`config.mk`:
```
export PLATFORM = sky130hd
export DESIGN_NAME = eom_err_counter
export DESIGN_NICKNAME = d
export VERILOG_FILES = /design/src/rtl/eom_err_pkg.sv /design/src/rtl/eom_mask_path.sv /design/src/rtl/eom_rate_divider.sv /design/src/rtl/eom_err_counter.sv
export SDC_FILE = /design/constraint.sdc
export NUM_CORES = 1
export LEC_CHECK = 0
export ABC_AREA = 1
export BUFFER_PORTS_ARGS = -buffer_cell sky130_fd_sc_hd__buf_4
export CAP_MARGIN = 20
export CELL_PAD_IN_SITES_DETAIL_PLACEMENT = 0
export CELL_PAD_IN_SITES_GLOBAL_PLACEMENT = 2
export CORE_MARGIN = 5
export CORE_UTILIZATION = 36
export CTS_BUF_LIST = sky130_fd_sc_hd__clkbuf_4 sky130_fd_sc_hd__clkbuf_8
export DETAILED_ROUTE_END_ITERATION = 10
export GPL_TIMING_DRIVEN = 1
export PLACE_DENSITY = 0.87
export SETUP_SLACK_MARGIN = 0.15
export SYNTH_ARGS = -nofsm -noshare
export SYNTH_HDL_FRONTEND = slang
export SYNTH_SLANG_ARGS = --single-unit
```
`constraint.sdc`:
```
create_clock -name clk_i -period 1.4 [get_ports clk_i]
set_clock_uncertainty 0.1 [all_clocks]
set_input_delay 0.28 -clock clk_i [delete_from_list [all_inputs] [get_ports clk_i]]
set_output_delay 0.28 -clock clk_i [all_outputs]
set_load 0.1 [all_outputs]
```
`src/rtl/eom_err_pkg.sv`:
```
package eom_err_pkg;
  localparam int unsigned SEL_W  = 2;
  localparam int unsigned NPATH  = 2;
  localparam int unsigned DIV_CW = 2 * ((1 << SEL_W) - 1);

  // ratio = 4^sel
  function automatic logic [DIV_CW-1:0] ratio_m1(input logic [SEL_W-1:0] sel);
    logic [DIV_CW:0] r;
    r = ({{DIV_CW{1'b0}}, 1'b1} << (2 * sel));
    return r[DIV_CW-1:0] - 1'b1;
  endfunction
endpackage

```
`src/rtl/eom_mask_path.sv`:
```
module eom_mask_path #(
  parameter int unsigned PRE_W = 4
) (
  input  logic       clk_i,
  input  logic       rst_ni,
  input  logic       clr_i,
  input  logic       en_i,
  input  logic [1:0] hi_i,
  input  logic [1:0] lo_i,
  output logic       evt_o
);
  logic             rise_q, fall_q, merged_q, pulse_q;
  logic [PRE_W-1:0] pcnt_q;
  logic [1:0]       warm_q;

  // both flags land in one register stage; the falling sample is
  // already half a cycle older, so this is its rising-edge retime
  always_ff @(posedge clk_i or negedge rst_ni) begin
    if (!rst_ni) begin
      rise_q   <= 1'b0;
      fall_q   <= 1'b0;
      merged_q <= 1'b0;
      pulse_q  <= 1'b0;
      pcnt_q   <= '0;
    end else begin
      rise_q   <= en_i & (hi_i[0] ^ lo_i[0]);
      fall_q   <= en_i & (hi_i[1] ^ lo_i[1]);
      merged_q <= rise_q | fall_q;
      pulse_q  <= 1'b0;
      if (clr_i) begin
        pcnt_q <= '0;
      end else if (merged_q) begin
        pcnt_q  <= pcnt_q + 1'b1;
        pulse_q <= &pcnt_q;
      end
    end
  end

  assign evt_o = pulse_q;

  always_ff @(posedge clk_i or negedge rst_ni) begin
    if (!rst_ni)            warm_q <= '0;
    else if (warm_q != 2'd2) warm_q <= warm_q + 1'b1;
  end

  a_r1_xor_detect: assert property (@(posedge clk_i) disable iff (!rst_ni)
    (warm_q == 2'd2) |-> (merged_q == $past(en_i && ((hi_i ^ lo_i) != 2'b00), 2)));

  a_r3_disabled_quiet: assert property (@(posedge clk_i) disable iff (!rst_ni)
    !en_i |=> (!rise_q && !fall_q));

  a_r4_pulse_on_wrap: assert property (@(posedge clk_i) disable iff (!rst_ni)
    pulse_q |-> ($past(merged_q) && pcnt_q == '0));
endmodule

```
`src/rtl/eom_rate_divider.sv`:
```
module eom_rate_divider
  import eom_err_pkg::*;
(
  input  logic             clk_i,
  input  logic             rst_ni,
  input  logic             clr_i,
  input  logic [SEL_W-1:0] sel_i,
  input  logic             evt_i,
  output logic             tgl_o
);
  logic [SEL_W-1:0]  sel_q;
  logic [DIV_CW-1:0] cnt_q, lim;
  logic              tgl_q;

  assign lim = ratio_m1(sel_q);

  always_ff @(posedge clk_i or negedge rst_ni) begin
    if (!rst_ni) begin
      sel_q <= '0;
      cnt_q <= '0;
      tgl_q <= 1'b0;
    end else if (clr_i) begin
      sel_q <= sel_i;
      cnt_q <= '0;
      tgl_q <= 1'b0;
    end else if (evt_i) begin
      if (cnt_q == lim) begin
        cnt_q <= '0;
        tgl_q <= ~tgl_q;
      end else begin
        cnt_q <= cnt_q + 1'b1;
      end
    end
  end

  assign tgl_o = tgl_q;

  a_r6_cnt_in_range: assert property (@(posedge clk_i) disable iff (!rst_ni)
    cnt_q <= lim);

  a_r6_tgl_on_wrap: assert property (@(posedge clk_i) disable iff (!rst_ni)
    (!$stable(tgl_q) && !$past(clr_i)) |-> (cnt_q == '0 && $past(evt_i)));

  a_r7_sel_hold: assert property (@(posedge clk_i) disable iff (!rst_ni)
    !clr_i |=> $stable(sel_q));

  a_r7_clr_empties: assert property (@(posedge clk_i) disable iff (!rst_ni)
    clr_i |=> (!tgl_q && cnt_q == '0));
endmodule

```
`src/rtl/eom_err_counter.sv`:
```
module eom_err_counter
  import eom_err_pkg::*;
#(
  parameter int unsigned PRE_W = 4
) (
  input  logic       clk_i,
  input  logic       rst_ni,
  input  logic       clr_i,
  input  logic       en_early_i,
  input  logic       en_late_i,
  input  logic [1:0] div_sel_i,
  input  logic [1:0] early_hi_i,
  input  logic [1:0] early_lo_i,
  input  logic [1:0] late_hi_i,
  input  logic [1:0] late_lo_i,
  output logic       err_tgl_o
);
  logic [NPATH-1:0]      en_v, path_evt, ret_q;
  logic [NPATH-1:0][1:0] hi_v, lo_v;
  logic                  comb_evt;

  assign en_v = {en_late_i, en_early_i};
  assign hi_v = {late_hi_i, early_hi_i};
  assign lo_v = {late_lo_i, early_lo_i};

  for (genvar p = 0; p < NPATH; p++) begin : g_path
    eom_mask_path #(.PRE_W(PRE_W)) u_path (
      .clk_i  (clk_i),
      .rst_ni (rst_ni),
      .clr_i  (clr_i),
      .en_i   (en_v[p]),
      .hi_i   (hi_v[p]),
      .lo_i   (lo_v[p]),
      .evt_o  (path_evt[p])
    );
  end

  // retime onto the early phase before combining
  always_ff @(posedge clk_i or negedge rst_ni) begin
    if (!rst_ni) ret_q <= '0;
    else         ret_q <= path_evt;
  end

  assign comb_evt = |ret_q;

  eom_rate_divider u_div (
    .clk_i  (clk_i),
    .rst_ni (rst_ni),
    .clr_i  (clr_i),
    .sel_i  (div_sel_i),
    .evt_i  (comb_evt),
    .tgl_o  (err_tgl_o)
  );

  a_r5_comb_has_source: assert property (@(posedge clk_i) disable iff (!rst_ni)
    comb_evt |-> ($past(path_evt) != '0));
endmodule

```
==> metrics <==
status=completed; commonest non-fill, non-tap cell in the layout=nand2_1; Total GRT Usage=between 10% and 20%; core area=between 3000 and 4000 µm²; Die ar.=around 4700 µm²; PwrDens=a little under 1000 nW/µm²; CTS Buf Count=3; max incr delay on CP=0.45 ns; top cells by area, synth=dfrtp_1 54%, nand2_1 9.1%, o21ai_0 4.4%; Slew @ Worst Pin=~0.35 ns; Max Clock Freq=760 MHz; CTS root buf=clkbuf_4; post-layout min period=approximately 1.3 ns; slew margin rel.=between 70% and 80%; top cell type's share of synthesized area=between 50% and 60%; post-synthesis cell type count=22; NumNets Final=190; CP Buf/Inv Count=1; GRT overflow=0; fraction of layout cells with a size suffix above 1=~28%; Final setup violation count=0; Max FO, Critical Path=2; Tcrit/Tclk final=between 90 and 100%; Slowest-stage cell, CP=dfrtp_2; initial DRC count=40; Leak=0.000772 µW; Max VDD drop=slightly above 400 µV; # diodes=0; Synth-to-Final Area Change=27.7%; max_cap viols=0; Final TNS setup=0 ns; yosys warns=0; IO Count=16; global-route wire length before repair=roughly 4100 µm; Total Wirelength=2330 µm; Worst-Skew Late Latency=approximately 0.32 ns; startpoint types=flop; sequential fraction of the synthesis area=a little over half; H-Tree Level Count=1; syn nets=between 150 and 200; die height=just under 70 µm; per-cell routed wire length=around 11 µm; initial core utilization=between 30 and 40%; Post-Syn Instances=139; clock sink count=27; Synth area leader=dfrtp_1; first-pass iteration count of the detailed router=3; Detail Route Antenna Nets=0; commonest non-fill, non-tap cells in the layout=29 x nand2_1, 23 x dfrtp_1, 20 x buf_4; crit end category=primary output; Mapped Area=between 1000 and 1500 µm²; vias per cell=about 4.6; die width=slightly below 70 µm; RSZ-0062 raised after global routing=yes; HPWL after DPL=around 1600 µm; critical path type=reg2out; Mapped Avg Cell Area=between 8 and 9 µm²; CTS Buffer Depth=2; largest net degree at the start of global routing=28; Hold Violations, Final=0; # DRC=0; Worst Hold Margin=0.0511 ns; crit path DAT=0.94 ns; fill cell count=roughly 330; CP Cell Sequence=buf_12; via count=roughly 1000; PortBufs=15; delay-heaviest family, CP=flip-flops; vias in the first global route=1011; Slew Limit Fails=0; CTS clk-pin slew, worst paths=approximately 0.14 ns; GPL Wtd Cong=around 0.8; row count=21; synthesized flop and latch total=27; TritonCTS clock tree=built; Crit path required time=between 1 and 1.5 ns; initial antenna violation count=0; worst min-delay path category=in2reg
==> synth_stat cells (all sizes together) <==
cell	instances
nor2	14
nand4	6
o21ai	14
a21oi	10
ha	3
xnor2	1
buf	2
xor2	2
nand2	36
dfrtp	27
or2	2
nor3	1
inv	11
nand3	8
clkinv	2
==> repair_timing <==
action,in CTS,in global routing
setup endpoints to repair,2,6
hold buffers,8,1
pin swaps,0,4
cloned,0,0
resized for setup,3,6
endpoints found under the hold margin,31,1
setup buffers,1,3
==> registers in the layout (all words and copies together) (netlist names) <==
| register | flops |
|---|---|
| g_path.u_path.fall_q | 2 |
| g_path.u_path.merged_q | 2 |
| ret_q | 2 |
| u_div.sel_q | 2 |
| u_div.tgl_o | 1 |
| g_path.u_path.rise_q | 2 |
| g_path.u_path.evt_o | 2 |
| g_path.u_path.pcnt_q | 8 |
| u_div.cnt_q | 6 |
==> worst paths after layout <==
kind                                   startpoint                    endpoint  slack [ns]  cells past startpoint
max in group asynchronous                  rst_ni                 u_div.tgl_o        0.63                      2
hold reg to reg            g_path[0].u_path.evt_o                    ret_q[0]        0.27                      0
setup / recovery                      u_div.tgl_o                   err_tgl_o        0.08                      1
hold / removal                       div_sel_i[0]              u_div.sel_q[0]        0.05                      3
setup reg to reg                   u_div.sel_q[0]                 u_div.tgl_o        0.16                      8
min in group asynchronous                  rst_ni  g_path[1].u_path.pcnt_q[2]        0.29                      2
==> kinds of logic after synthesis <==
| logic type | Yosys count | share of synthesized area (%) |
|---|---|---|
| XOR/XNOR | 3 | 2.12 |
| AND/OR/NAND/NOR | 67 | 25.4 |
| flip-flops | 27 | 54.4 |
| AO/OA/AOI/OAI | 24 | 9.68 |
| adder cells (fa/ha/maj) | 3 | 3.02 |
| buffers and inverters | 15 | 5.34 |
==> through the flow <==
stage	area, µm²	power [µW]	instances	worst slack [ns]	util, %
detailed placement	1410	1160	200	0.163	42.3
finish	1590	1540	217	0.0846	47.5
floorplan	1240	1060	139	0.225	-
CTS	1540	1550	213	0.0651	46.1
global placement	1410	1150	200	0.159	42.3
global route	1590	1650	217	0.0296	47.5
==> power by group <==
part / leakage (µW) / total, µW / switching (µW) / internal [µW]
Combinational: 0.000403 / 309 / 171 / 138
Clock: 0.0000184 / 351 / 220 / 131
Sequential: 0.000351 / 880 / 47.6 / 833
Total: 0.000772 / 1540 / 439 / 1100
==> routing by layer <==
layer / routed length, µm / part of all wire (%) / GRT usage, %
met4: 16 / 0.69 / 5.84
met1: 1010 / 43 / 12.6
met2: 1230 / 53 / 21.6
met3: 73 / 3.1 / 2.43
met5: 0 / 0 / 0
==> final cells by class <==
class | instances | area [µm²] | share of cell area, %
clock buffer | 4 | 30.0 | 1.89
inverter | 13 | 50.0 | 3.16
multi-input combinational | 97 | 507 | 32.0
sequential | 27 | 681 | 42.9
tap | 46 | 57.6 | 3.63
timing repair buffer | 30 | 260 | 16.4
(Power assumes the default switching activity.)
